## config.mk

```make
export PLATFORM = sky130hd
export DESIGN_NAME = rffe_ctrl_slave
export DESIGN_NICKNAME = d
export VERILOG_FILES = /design/src/rtl/rffe_pkg.sv /design/src/rtl/rffe_bus_sampler.sv /design/src/rtl/rffe_seq_decoder.sv /design/src/rtl/rffe_ctrl_slave.sv
export SDC_FILE = /design/constraint.sdc
export NUM_CORES = 1
export LEC_CHECK = 0
export BUFFER_PORTS_ARGS = -buffer_cell sky130_fd_sc_hd__buf_4
export CAP_MARGIN = 10
export CORE_ASPECT_RATIO = 1.25
export CORE_MARGIN = 3
export CORE_UTILIZATION = 40
export CTS_CLUSTER_SIZE = 40
export DETAILED_ROUTE_END_ITERATION = 12
export PLACE_DENSITY_LB_ADDON = 0.3
export SYNTH_ARGS = -nofsm -noshare
export SYNTH_HDL_FRONTEND = slang
export SYNTH_SLANG_ARGS = --single-unit
```

## constraint.sdc

```tcl
create_clock -name clk -period 3.3 [get_ports clk]
set_input_delay 0.33 -clock clk [delete_from_list [all_inputs] [get_ports clk]]
set_output_delay 0.33 -clock clk [all_outputs]
set_load 0.02 [all_outputs]
```

## src/rtl/rffe_pkg.sv

```systemverilog
package rffe_pkg;
  typedef enum logic [2:0] {
    ST_IDLE, ST_HDR, ST_WDATA, ST_WPARK, ST_RPARK, ST_RDRV, ST_RSPARK, ST_SKIP
  } seq_state_e;

  localparam int CMD_W = 3;
  localparam logic [CMD_W-1:0] CMD_WRITE = 3'b010;
  localparam logic [CMD_W-1:0] CMD_READ  = 3'b011;
endpackage

```

## src/rtl/rffe_bus_sampler.sv

```systemverilog
module rffe_bus_sampler #(
  parameter int STAGES = 2
) (
  input  logic clk,
  input  logic rst_n,
  input  logic sclk_i,
  input  logic sdata_i,
  output logic sclk_rise,
  output logic sclk_fall,
  output logic bit_o,
  output logic ssc_o
);
  logic [STAGES-1:0] ck_sh, da_sh;
  logic ck_q, da_q, armed;
  logic ck, da;

  assign ck = ck_sh[STAGES-1];
  assign da = da_sh[STAGES-1];

  always_ff @(posedge clk) begin
    if (!rst_n) begin
      ck_sh <= '0;
      da_sh <= '0;
      ck_q  <= 1'b0;
      da_q  <= 1'b0;
      armed <= 1'b0;
    end else begin
      ck_sh <= {ck_sh[STAGES-2:0], sclk_i};
      da_sh <= {da_sh[STAGES-2:0], sdata_i};
      ck_q  <= ck;
      da_q  <= da;
      // a data rise with the clock low arms the start detector
      if (ck || ssc_o) armed <= 1'b0;
      else if (da && !da_q) armed <= 1'b1;
    end
  end

  assign sclk_rise = ck && !ck_q;
  assign sclk_fall = !ck && ck_q;
  assign bit_o     = da;
  assign ssc_o     = !ck && !da && da_q && armed;
endmodule

```

## src/rtl/rffe_seq_decoder.sv

```systemverilog
module rffe_seq_decoder
  import rffe_pkg::*;
#(
  parameter int SA_W   = 4,
  parameter int ADDR_W = 5,
  parameter int DATA_W = 8
) (
  input  logic              clk,
  input  logic              rst_n,
  input  logic              rise,
  input  logic              fall,
  input  logic              ssc,
  input  logic              bit_i,
  input  logic [SA_W-1:0]   usid,
  input  logic [SA_W-1:0]   gid,
  input  logic              addr_ok,
  input  logic [DATA_W-1:0] rdata,
  output logic [ADDR_W-1:0] reg_addr,
  output logic [DATA_W-1:0] reg_wdata,
  output logic              wr_stb,
  output logic              rd_stb,
  output logic              err_cp,
  output logic              err_dp,
  output logic              err_len,
  output logic              err_bg,
  output logic              err_ru,
  output logic              err_wu,
  output logic              sd_out,
  output logic              sd_oe
);
  localparam int P_CMD = SA_W + CMD_W + ADDR_W;
  localparam int P_R0  = SA_W + DATA_W;
  localparam int SH_W  = (P_CMD > P_R0) ? P_CMD : P_R0;
  localparam int CMAX  = (SH_W > DATA_W + 1) ? SH_W : DATA_W + 1;
  localparam int CNT_W = $clog2(CMAX + 1);
  localparam logic [CNT_W-1:0] C_SA    = CNT_W'(SA_W);
  localparam logic [CNT_W-1:0] C_PCMD  = CNT_W'(P_CMD);
  localparam logic [CNT_W-1:0] C_PR0   = CNT_W'(P_R0);
  localparam logic [CNT_W-1:0] C_ALAST = CNT_W'(P_CMD - 1);
  localparam logic [CNT_W-1:0] C_PDAT  = CNT_W'(DATA_W);
  localparam logic [CNT_W-1:0] C_PARK  = CNT_W'(DATA_W + 1);

  seq_state_e        st;
  logic [CNT_W-1:0]  cnt;
  logic [SH_W-1:0]   sh;
  logic [DATA_W:0]   tx;
  logic              par, is_r0;

  logic [SA_W-1:0]   sa_c;
  logic [CMD_W-1:0]  cmd_c;
  logic [DATA_W-1:0] rdv;
  logic              hit_u, hit_b, hit_g, wr_hit, par_good, at_cpar;

  assign sa_c     = is_r0 ? sh[P_R0-1 -: SA_W] : sh[P_CMD-1 -: SA_W];
  assign cmd_c    = sh[P_CMD-1-SA_W -: CMD_W];
  assign hit_u    = (sa_c == usid);
  assign hit_b    = (sa_c == '0);
  assign hit_g    = (sa_c == gid);
  assign wr_hit   = hit_u || hit_b || hit_g;
  assign par_good = par ^ bit_i;
  assign at_cpar  = (cnt > C_SA) && (cnt == (is_r0 ? C_PR0 : C_PCMD));
  assign rdv      = addr_ok ? rdata : '0;

  always_ff @(posedge clk) begin
    if (!rst_n) begin
      st <= ST_IDLE; cnt <= '0; sh <= '0; tx <= '0; par <= 1'b0; is_r0 <= 1'b0;
      reg_addr <= '0; reg_wdata <= '0; wr_stb <= 1'b0; rd_stb <= 1'b0;
      err_cp <= 1'b0; err_dp <= 1'b0; err_len <= 1'b0; err_bg <= 1'b0;
      err_ru <= 1'b0; err_wu <= 1'b0; sd_out <= 1'b0; sd_oe <= 1'b0;
    end else begin
      wr_stb <= 1'b0; rd_stb <= 1'b0;
      err_cp <= 1'b0; err_dp <= 1'b0; err_len <= 1'b0;
      err_bg <= 1'b0; err_ru <= 1'b0; err_wu <= 1'b0;
      if (ssc) begin
        // restart: any unfinished sequence is a length fault
        err_len <= (st != ST_IDLE) && (st != ST_SKIP);
        st <= ST_HDR; cnt <= '0; par <= 1'b0; sh <= '0; is_r0 <= 1'b0;
        sd_oe <= 1'b0; sd_out <= 1'b0;
      end else if (rise && st == ST_RDRV) begin
        sd_oe <= 1'b1;
        if (cnt == C_PARK) begin
          sd_out <= 1'b0;
          st <= ST_RSPARK;
        end else begin
          sd_out <= tx[DATA_W];
          tx <= {tx[DATA_W-1:0], 1'b0};
          cnt <= cnt + 1'b1;
        end
      end else if (fall) begin
        unique case (st)
          ST_HDR: begin
            if (at_cpar) begin
              if (!par_good) begin
                err_cp <= 1'b1; st <= ST_SKIP;
              end else if (is_r0) begin
                wr_stb <= wr_hit;
                reg_wdata <= {1'b0, sh[DATA_W-2:0]};
                st <= wr_hit ? ST_WPARK : ST_SKIP;
              end else if (cmd_c == CMD_WRITE && wr_hit) begin
                st <= ST_WDATA; cnt <= '0; par <= 1'b0;
              end else if (cmd_c == CMD_READ && hit_u) begin
                rd_stb <= addr_ok; err_ru <= !addr_ok;
                tx <= {rdv, ~^rdv};
                st <= ST_RPARK;
              end else begin
                err_bg <= (cmd_c == CMD_READ) && (hit_b || hit_g);
                st <= ST_SKIP;
              end
            end else begin
              sh <= {sh[SH_W-2:0], bit_i};
              par <= par ^ bit_i;
              cnt <= cnt + 1'b1;
              if (cnt == C_SA) begin
                is_r0 <= bit_i;
                if (bit_i) reg_addr <= '0;
              end
              if (!is_r0 && cnt == C_ALAST) reg_addr <= {sh[ADDR_W-2:0], bit_i};
            end
          end
          ST_WDATA: begin
            if (cnt == C_PDAT) begin
              if (!par_good) err_dp <= 1'b1;
              else if (addr_ok) begin
                wr_stb <= 1'b1; reg_wdata <= sh[DATA_W-1:0];
              end else err_wu <= 1'b1;
              st <= ST_WPARK;
            end else begin
              sh <= {sh[SH_W-2:0], bit_i};
              par <= par ^ bit_i;
              cnt <= cnt + 1'b1;
            end
          end
          ST_WPARK:  st <= ST_IDLE;
          ST_RPARK:  begin st <= ST_RDRV; cnt <= '0; end
          ST_RSPARK: begin sd_oe <= 1'b0; st <= ST_IDLE; end
          default:   ;
        endcase
      end
    end
  end

  assert_wr_on_fall_R3: assert property (@(posedge clk) disable iff (!rst_n)
    wr_stb |-> $past(fall));
  assert_rd_on_fall_R4: assert property (@(posedge clk) disable iff (!rst_n)
    rd_stb |-> $past(fall));
  assert_len_on_ssc_R7: assert property (@(posedge clk) disable iff (!rst_n)
    err_len |-> $past(ssc));
  assert_drive_on_rise_R4: assert property (@(posedge clk) disable iff (!rst_n)
    $rose(sd_oe) |-> $past(rise));
  assert_release_R4: assert property (@(posedge clk) disable iff (!rst_n)
    $fell(sd_oe) |-> ($past(fall) || $past(ssc)));
  assert_one_flag_R5: assert property (@(posedge clk) disable iff (!rst_n)
    $onehot0({err_cp, err_dp, err_len, err_bg, err_ru, err_wu}));
endmodule

```

## src/rtl/rffe_ctrl_slave.sv

```systemverilog
module rffe_ctrl_slave #(
  parameter int SA_W        = 4,
  parameter int ADDR_W      = 5,
  parameter int DATA_W      = 8,
  parameter int SYNC_STAGES = 2
) (
  input  logic              clk,
  input  logic              rst_n,
  input  logic              sclk,
  input  logic              sdata_in,
  output logic              sdata_out,
  output logic              sdata_oe,
  input  logic [SA_W-1:0]   usid,
  input  logic [SA_W-1:0]   gid,
  output logic [ADDR_W-1:0] reg_addr,
  output logic [DATA_W-1:0] reg_wdata,
  output logic              reg_wr,
  output logic              reg_rd,
  input  logic [DATA_W-1:0] reg_rdata,
  input  logic              reg_addr_ok,
  output logic              err_cmd_parity,
  output logic              err_data_parity,
  output logic              err_length,
  output logic              err_bcast_read,
  output logic              err_rd_unused,
  output logic              err_wr_unused
);
  logic rise, fall, bit_s, ssc;

  rffe_bus_sampler #(.STAGES(SYNC_STAGES)) u_sampler (
    .clk(clk), .rst_n(rst_n), .sclk_i(sclk), .sdata_i(sdata_in),
    .sclk_rise(rise), .sclk_fall(fall), .bit_o(bit_s), .ssc_o(ssc)
  );

  rffe_seq_decoder #(.SA_W(SA_W), .ADDR_W(ADDR_W), .DATA_W(DATA_W)) u_decoder (
    .clk(clk), .rst_n(rst_n), .rise(rise), .fall(fall), .ssc(ssc), .bit_i(bit_s),
    .usid(usid), .gid(gid), .addr_ok(reg_addr_ok), .rdata(reg_rdata),
    .reg_addr(reg_addr), .reg_wdata(reg_wdata), .wr_stb(reg_wr), .rd_stb(reg_rd),
    .err_cp(err_cmd_parity), .err_dp(err_data_parity), .err_len(err_length),
    .err_bg(err_bcast_read), .err_ru(err_rd_unused), .err_wu(err_wr_unused),
    .sd_out(sdata_out), .sd_oe(sdata_oe)
  );
endmodule

```

==> results of run 1 <==
-- state kept, by name (all words and copies together) (netlist names), 2 cells and up --
name / cells
u_decoder.sh: 12
u_sampler.da_sh: 2
u_decoder.cnt: 4
u_sampler.ck_sh: 2
u_decoder.reg_wdata: 8
u_decoder.st: 3
u_decoder.tx: 9
u_decoder.reg_addr: 5
-- where the power goes --
part,internal (mW),total (mW),switching (mW)
logic,0.0463,0.0955,0.0492
clock network,0.352,0.666,0.314
registers,0.729,0.739,0.00994
total,1.13,1.50,0.373
-- kinds of logic (layout without fill, tap and decap cells) --
group	count (synthesis)	in the layout	share of synthesized area [%]
AO/OA/AOI/OAI	60	60	14.6
XOR/XNOR	17	17	4.89
adder cells (fa/ha/maj)	4	4	1.56
buffers and inverters	31	74	4.36
flip-flops	60	60	39.5
multiplexers	27	27	8.88
AND/OR/NAND/NOR	142	142	26.3
-- stage by stage --
| stage | utilization (%) | worst slack, ns | instance area [µm²] | cells | power [mW] |
|---|---|---|---|---|---|
| floorplan | - | 1.04 | 3040 | 341 | 0.814 |
| global placement | 47.6 | 0.800 | 3420 | 458 | 0.851 |
| detailed placement | 47.6 | 0.699 | 3420 | 458 | 0.851 |
| CTS | 50.4 | 0.697 | 3620 | 474 | 1.52 |
| global route | 50.4 | 0.488 | 3620 | 474 | 1.55 |
| finish | 50.4 | 0.675 | 3620 | 474 | 1.50 |
-- worst max-delay path, delay by kind of cell (launching register included) --
family                   cells  cell delay, ns
AO/OA/AOI/OAI                2            0.49
flip-flops                   1            0.36
AND/OR/NAND/NOR              3            0.99
adder cells (fa/ha/maj)      1            0.34
buffers and inverters        2            0.28
-- cell type report --
| class | instances | share of cell area [%] |
|---|---|---|
| Timing Repair Buffer | 49 | 10.2 |
| Inverter | 9 | 0.933 |
| Clock inverter | 7 | 2.04 |
| Sequential cell | 60 | 33.2 |
| Multi-Input combinational cell | 250 | 47.2 |
| Clock buffer | 9 | 3.42 |
| Tap cell | 90 | 3.11 |
-- routing by layer --
metal / vias to the layer above / track usage (%)
met1: 1220 / 21.4
met5: - / 0
met3: 11 / 3.81
li1: 1309 / -
met4: 0 / 7.47
met2: 69 / 27.5
-- path summary, 6_finish.rpt --
path / to / slack (ns) / depth (start not counted)
setup / recovery: u_decoder.tx[4] / 0.67 / 8
hold / removal: u_sampler.ck_sh[0] / 0.19 / 2
setup reg to reg: u_decoder.tx[4] / 0.67 / 8
hold reg to reg: u_sampler.ck_sh[1] / 0.44 / 1
-- cell usage in the layout, fill, tap and decap left out, drive strengths merged, types with 11 or more instances in the layout --
master,netlist,routed
dfxtp,60,60
nand2,22,22
inv,9,11
buf,7,49
and2,16,16
a21oi,14,14
nor2,37,37
xnor2,11,11
nand3,14,14
mux2i,27,27
==> impl_metrics.yaml, run 1 <==
status:
  status: "finished, final reports clean"
timing:
  fmax_mhz: 381
  post-route-period-util_pct: 79.6
  setup_viol: 0
  rsz0062_at_grt: "no"
  hold_viol: 0
  drv_slew: 0
  worst_slew_pin_slew_ns: 0.810
  slew_headroom_pct: 45.9
  whs_ns: 0.193
  setup-tns-final_ns: 0
  period_needed_ns: 2.63
  clock_skew_ns: 0.0101
critical_path:
  path_cells: "inv_1 -> ha_1 -> nand3_2 -> or3_1 -> o41ai_4 -> buf_4 -> and2_1 -> a311oi_1"
  start_kind: "flip-flop"
  crit_start: "u_decoder.cnt[0]"
  arrival_ns: 2.81
  critical_path.max_stage_delay_ns: 0.51
  worstSetupEndpointType: "flip-flop"
  path_class: "reg -> reg"
  timing.rr.start: "u_decoder.cnt[0]"
  cp_max_fo: 10
  worstPathRequired_ns: 3.48
  crit_slowest_cell: "or3_1"
finish:
  n_antenna_cell: 0
  drive_gt1_share_pct: 19.0
  seq_area_mm2: 0.00120
  fill_cells: 700
  final_nets: 403
  multi_input_area_mm2: 0.00171
  syn2layout_area_growth_pct: 19.0
clocking:
  clockBufferDepth: 2
  cts_tree: "done"
  cts_resized: 0
  cts_hold_buf: 0
  cts_setup_buffers: 0
  cts_root_buffer: "clkbuf_8"
  cts_buffers: 9
  h-tree-depth: 3
  clk_latency_ns: 0.34
  clk_pin_slew_ns: 0.07
  cts.sinks: 60
detailed_routing:
  drt-total-wl_um: 7120
  drc: 0
  detail_route.wl_per_cell_um: 15.0
  ant_nets: 0
  drt_iter0_markers: 135
  wl_met2_um: 3480
  avgViaCountPerCell: 5.50
  dr_total_vias: 2609
  met1_length_um: 3170
  dr.pass1.iters: 5
  dr_wl_met3_um: 345
  top_layer: "met4"
yosys:
  synth_area_mm2: 0.00304
  synth_seq_cells: 60
  seq_area_frac_synth_pct: 39.5
  synth_ff_type: "dfxtp_1"
  synth.area.top_cells: "dfxtp_1 39%, mux2i_1 8.9%, nor2_1 4.6%"
  synth_cell_types: 59
  async_flop_share_pct: 0
  synth_cells: 341
  syn_area_per_cell_um2: 8.92
  syn_nets: 365
  synth_top_area_cell: "dfxtp_1"
  synth_top_area_share_pct: 39.5
  synth_common_cells: "60 x dfxtp_1, 37 x nor2_1, 27 x mux2i_1"
  ys_warn_count: 0
  yosysMostFrequentCell: "dfxtp_1"
  synth_edf_count: 0
place:
  place_congestion: 0.838
  dpl.hpwl_um: 5030
  port_buffers: 43
die:
  chipWidth_um: 84.0
  core-area_mm2: 0.00719
  floorplan.initialDensity_pct: 42.3
  io_pins: 44
  die_h_um: 104
  dieArea_mm2: 0.00870
  std_cell_rows: 34
grt:
  grt_max_degree: 25
  grt_overflow: 0
  grt_pass1_vias: 2483
  grt_pass1_wl_um: 12000
  track_usage_pct: 17.0
  antenna_found_initial: 0
min_path:
  min_from: "sclk"
  holdCritPathClass: "in -> reg"
pwr:
  peakVddDrop_mv: 0.272
  pwr_density_cell_mw_per_mm2: 414
  leakage_nw: 1.54
flow_run:
  drv_cap: 0
No activity file was read; power rests on OpenSTA's default activity.
==> inputs of run 2 (changes only) <==
==> constraint.sdc (replaced) <==
create_clock -name clk -period 2.17 [get_ports clk]
set_input_delay 0.217 -clock clk [delete_from_list [all_inputs] [get_ports clk]]
set_output_delay 0.217 -clock clk [all_outputs]
set_load 0.02 [all_outputs]
==> impl_metrics.yaml, run 2 (synthesized netlist as in run 1, its figures left out) <==
status:
  status: "finished, final reports clean"
finish:
  drive_gt1_share_pct: 25.7
  largest_register_ffs: 12
  n_antenna_cell: 0
  design_area_mm2: 0.00390
  final_cell_mix: "74 x buf_4, 60 x dfxtp_1, 37 x nor2_1, 27 x mux2i_1, 22 x nand2_1"
  fill_cells: 665
  syn2layout_area_growth_pct: 28.2
  final_common_cell: "buf_4"
  largest-register: "u_decoder.sh"
  final_nets: 428
  reg.largest.list: "u_decoder.sh: 12 flops, u_decoder.tx: 9 flops, u_decoder.reg_wdata: 8 flops"
  final_cell_count_no_fill: 499
clocking:
  cts.sinks: 60
  clockBufferDepth: 2
  h-tree-depth: 3
  clk_pin_slew_ns: 0.07
  cts_setup_buffers: 0
  cts_resized: 0
  cts_root_buffer: "clkbuf_8"
  cts_tree: "done"
  cts_buffers: 9
  clk_latency_ns: 0.34
  cts_hold_buf: 0
detailed_routing:
  ant_nets: 0
  detail_route.wl_per_cell_um: 14.2
  drt-total-wl_um: 7080
  avgViaCountPerCell: 5.42
  dr_total_vias: 2703
  drc: 0
  drt_iter0_markers: 91
  dr.pass1.iters: 4
pwr:
  power_frac_clock_pct: 49.0
  p_int_mw: 1.96
  pwr_density_cell_mw_per_mm2: 649
  seq_power_share_pct: 44.3
  peakVddDrop_mv: 0.418
  leakage_nw: 1.69
  p_sw_uw: 570
  p_total_mw: 2.53
  pwr-share-comb_pct: 6.7
  sw_frac_of_total_pct: 22.5
die:
  io_pins: 44
  dieArea_mm2: 0.00870
  die_h_um: 104
  std_cell_rows: 34
  chipWidth_um: 84.0
  floorplan.initialDensity_pct: 42.3
  core-area_mm2: 0.00719
grt:
  grt_overflow: 0
  antenna_found_initial: 0
  grt_max_degree: 24
  track_usage_pct: 16.5
  grt_pass1_vias: 2554
  grt_pass1_wl_um: 11900
timing:
  post-route-period-util_pct: 95.2
  setup-tns-final_ns: 0
  fmax_mhz: 484
  slew_headroom_pct: 72.7
  rsz0062_at_grt: "no"
  clock_skew_ns: 0.00436
  setup_viol: 0
  worst_slew_pin_slew_ns: 0.405
  drv_slew: 0
  period_needed_ns: 2.07
  hold_viol: 0
critical_path:
  critical_path.max_stage_delay_ns: 0.58
  rrSetupSlack_ns: 0.10
  reg2regPathDepth: 5
  start_kind: "flip-flop"
  crit_slowest_cell: "dfxtp_1"
  path_cells: "and4bb_2 -> nand3_1 -> a22o_1 -> or3_1 -> mux2i_1"
  reg2reg_to: "u_decoder.cnt[0]"
  worstPathRequired_ns: 2.40
  timing.rr.start: "u_decoder.st[0]"
  worstSetupEndpointType: "flip-flop"
  cp_max_fo: 11
  endpoint: "u_decoder.cnt[0]"
  arrival_ns: 2.29
  path_class: "reg -> reg"
  crit_start: "u_decoder.st[0]"
place:
  placed_cell_area_mm2: 0.00361
  place_congestion: 0.900
  port_buffers: 43
  dpl.hpwl_um: 5190
  dpl.cell_count: 483
flow_run:
  drv_cap: 0
min_path:
  min_from: "sclk"
  holdCritPathClass: "in -> reg"
  whs_path_depth: 2
[run 2: cell type report]
| type | count | area (µm²) | share of cell area, % |
|---|---|---|---|
| Timing Repair Buffer | 74 | 556 | 14.2 |
| Tap cell | 90 | 113 | 2.89 |
| Sequential cell | 60 | 1200 | 30.8 |
| Inverter | 9 | 33.8 | 0.866 |
| Clock inverter | 7 | 123 | 3.14 |
| Multi-Input combinational cell | 250 | 1750 | 44.9 |
| Clock buffer | 9 | 124 | 3.18 |
[run 2: worst min path at each step]
stage                         end  slack [ns]
6_report       u_sampler.ck_sh[0]        0.08
5_1_grt        u_sampler.ck_sh[0]        0.07
4_1_cts        u_sampler.da_sh[0]        0.07
3_5_place_dp   u_sampler.ck_sh[1]        0.42
3_3_place_gp   u_sampler.da_sh[1]        0.41
2_1_floorplan  u_sampler.ck_sh[0]        0.34
[run 2: critical path: cells and delay by family (launching register included)]
family | cells | cell delay (ns)
AND/OR/NAND/NOR | 3 | 0.95
multiplexers | 1 | 0.15
flip-flops | 1 | 0.58
AO/OA/AOI/OAI | 1 | 0.27
[run 2: routing by layer]
layer | GRT usage, % | vias up | share of wire (%)
met2 | 27.6 | 68 | 49
met1 | 20.4 | 1268 | 44
li1 | - | 1352 | -
met5 | 0 | - | 0
met4 | 6.21 | 0 | 1.9
met3 | 4.21 | 15 | 4.5
[run 2: power by group through the flow]
stage | clock network [mW] | logic, mW | registers (mW)
5_1_grt | 1.32 | 0.185 | 1.12
2_1_floorplan | 0 | 0.0966 | 1.14
4_1_cts | 1.26 | 0.166 | 1.12
6_report | 1.24 | 0.170 | 1.12
3_3_place_gp | 0 | 0.163 | 1.15
3_5_place_dp | 0 | 0.166 | 1.15
[run 2: through the flow]
step           utilization (%)  hold slack [ns]  setup WS (ns)
2_1_floorplan                -            0.344         0.0131
3_3_place_gp              50.2            0.414         0.0416
3_5_place_dp              50.2            0.422         0.0184
4_1_cts                   53.7           0.0693        0.00464
5_1_grt                   54.3           0.0705       0.000890
6_report                  54.3           0.0847          0.104
==> inputs of run 3 (changes only) <==
--- a/config.mk
+++ b/config.mk
@@ -13,6 +13,8 @@
 export CTS_CLUSTER_SIZE = 40
 export DETAILED_ROUTE_END_ITERATION = 12
 export PLACE_DENSITY_LB_ADDON = 0.3
+export REMOVE_ABC_BUFFERS = 1
+export SKIP_LAST_GASP = 1
 export SYNTH_ARGS = -nofsm -noshare
 export SYNTH_HDL_FRONTEND = slang
 export SYNTH_SLANG_ARGS = --single-unit
==> impl_metrics.yaml, run 3 (synthesized netlist as in run 1, its figures left out) <==
status:
  status: "finished, final reports clean"
pwr:
  peakVddDrop_mv: 0.400
  seq_power_share_pct: 48.7
  leakage_nw: 1.70
  power_frac_clock_pct: 44.1
  pwr-share-comb_pct: 7.2
  p_sw_uw: 577
  pwr_density_cell_mw_per_mm2: 592
  p_int_mw: 1.73
  sw_frac_of_total_pct: 25.0
timing:
  setup-tns-final_ns: 0
  slew_headroom_pct: 66.1
  drv_slew: 0
  fmax_mhz: 483
  hold_viol: 0
  period_needed_ns: 2.07
  post-route-period-util_pct: 95.3
  whs_ns: 0.0791
  rsz0062_at_grt: "yes"
  clock_skew_ns: 0.00733
  setup_viol: 0
  worst_slew_pin_slew_ns: 0.508
finish:
  largest_register_ffs: 12
  final_cell_mix: "82 x buf_4, 60 x dfxtp_1, 37 x nor2_1, 27 x mux2i_1, 22 x nand2_1"
  final_common_cell: "buf_4"
  final_nets: 436
  reg.largest.list: "u_decoder.sh: 12 flops, u_decoder.tx: 9 flops, u_decoder.reg_wdata: 8 flops"
  multi_input_area_mm2: 0.00173
  n_antenna_cell: 0
  seq_area_mm2: 0.00120
  drive_gt1_share_pct: 26.4
  largest-register: "u_decoder.sh"
  fill_cells: 665
  final_cell_count_no_fill: 507
  syn2layout_area_growth_pct: 27.8
critical_path:
  cp_max_fo: 8
  path_delay_family: "compound AO/OA/AOI/OAI gates"
  worstPathRequired_ns: 2.41
  start_kind: "flip-flop"
  critical_path.max_stage_delay_ns: 0.48
  worstSetupEndpointType: "flip-flop"
  path_class: "reg -> reg"
  arrival_ns: 2.31
  crit_slowest_cell: "dfxtp_1"
  path_cells: "or3b_1 -> a32oi_1 -> nor2b_1 -> o41a_1 -> o21a_1"
  rrSetupSlack_ns: 0.10
  worst-path-buf-inv: 0
place:
  place_congestion: 0.901
  dpl.hpwl_um: 5550
  port_buffers: 43
  dpl.cell_count: 491
die:
  io_pins: 44
  core-area_mm2: 0.00719
  dieArea_mm2: 0.00870
  die_h_um: 104
  floorplan.initialDensity_pct: 42.3
  chipWidth_um: 84.0
  std_cell_rows: 34
clocking:
  cts_root_buffer: "clkbuf_8"
  cts_tree: "done"
  clockBufferDepth: 2
  cts_setup_buffers: 0
  cts.sinks: 60
  clk_latency_ns: 0.34
  cts_hold_buf: 0
  cts_buffers: 9
  h-tree-depth: 3
  clk_pin_slew_ns: 0.07
detailed_routing:
  avgViaCountPerCell: 5.35
  drc: 0
  drt-total-wl_um: 7430
  top_layer: "met4"
  ant_nets: 0
  dr_total_vias: 2711
  drt_iter0_markers: 148
  dr_wl_met3_um: 304
  wl_met2_um: 3720
  met1_length_um: 3240
  detail_route.wl_per_cell_um: 14.6
  dr.pass1.iters: 4
grt:
  grt_max_degree: 24
  grt_pass1_wl_um: 12500
  grt_overflow: 0
  track_usage_pct: 17.5
  grt_pass1_vias: 2717
  antenna_found_initial: 0
flow_run:
  drv_cap: 0
min_path:
  holdCritPathClass: "in -> reg"
## run 3: final cells by class
class                   instances  area share (%)
well taps                      90            2.90
multi-input cells             250            44.4
flip-flops and latches         60            30.9
inverters                       9           0.869
clock inverters                 7            1.93
clock buffers                   9            3.19
repair buffers                 82            15.8
## run 3: timing repair
| action | CTS | global route |
|---|---|---|
| setup endpoints to repair | 9 | 5 |
| resized for setup | 1 | 3 |
| gates cloned | 0 | 0 |
| pin swaps | 1 | 0 |
## run 3: stage by stage
| stage | utilization [%] | setup WS [ns] | power, mW | area, µm² |
|---|---|---|---|---|
| finish | 54.1 | 0.102 | 2.30 | 3890 |
| CTS | 53.9 | 0.0690 | 2.33 | 3870 |
| floorplan | - | -0.173 | 1.23 | 2940 |
| global route | 54.1 | -0.0181 | 2.38 | 3890 |
| global placement | 51.1 | 0.0757 | 1.31 | 3670 |
| detailed placement | 51.1 | -0.0442 | 1.31 | 3670 |
## run 3: per-layer routing
metal | vias up | global-route usage [%]
met5 | - | 0
met4 | 0 | 9.31
met3 | 11 | 2.62
met2 | 57 | 30.4
met1 | 1269 | 20.5
li1 | 1374 | -
## run 3: power by group through the flow
| stage | clock, mW | sequential [mW] | combinational, mW |
|---|---|---|---|
| 3_3_place_gp | 0 | 1.15 | 0.163 |
| 5_1_grt | 1.08 | 1.12 | 0.182 |
| 4_1_cts | 1.04 | 1.12 | 0.166 |
| 3_5_place_dp | 0 | 1.15 | 0.165 |
| 6_report | 1.02 | 1.12 | 0.166 |
| 2_1_floorplan | 0 | 1.15 | 0.0830 |
## run 3: final timing paths
kind | start | endpoint | depth (start not counted)
hold reg to reg | u_sampler.ck_sh[0] | u_sampler.ck_sh[1] | 1
setup reg to reg | u_decoder.st[2] | u_decoder.cnt[3] | 5
setup / recovery | u_decoder.st[2] | u_decoder.cnt[3] | 5
hold / removal | sclk | u_sampler.ck_sh[0] | 2
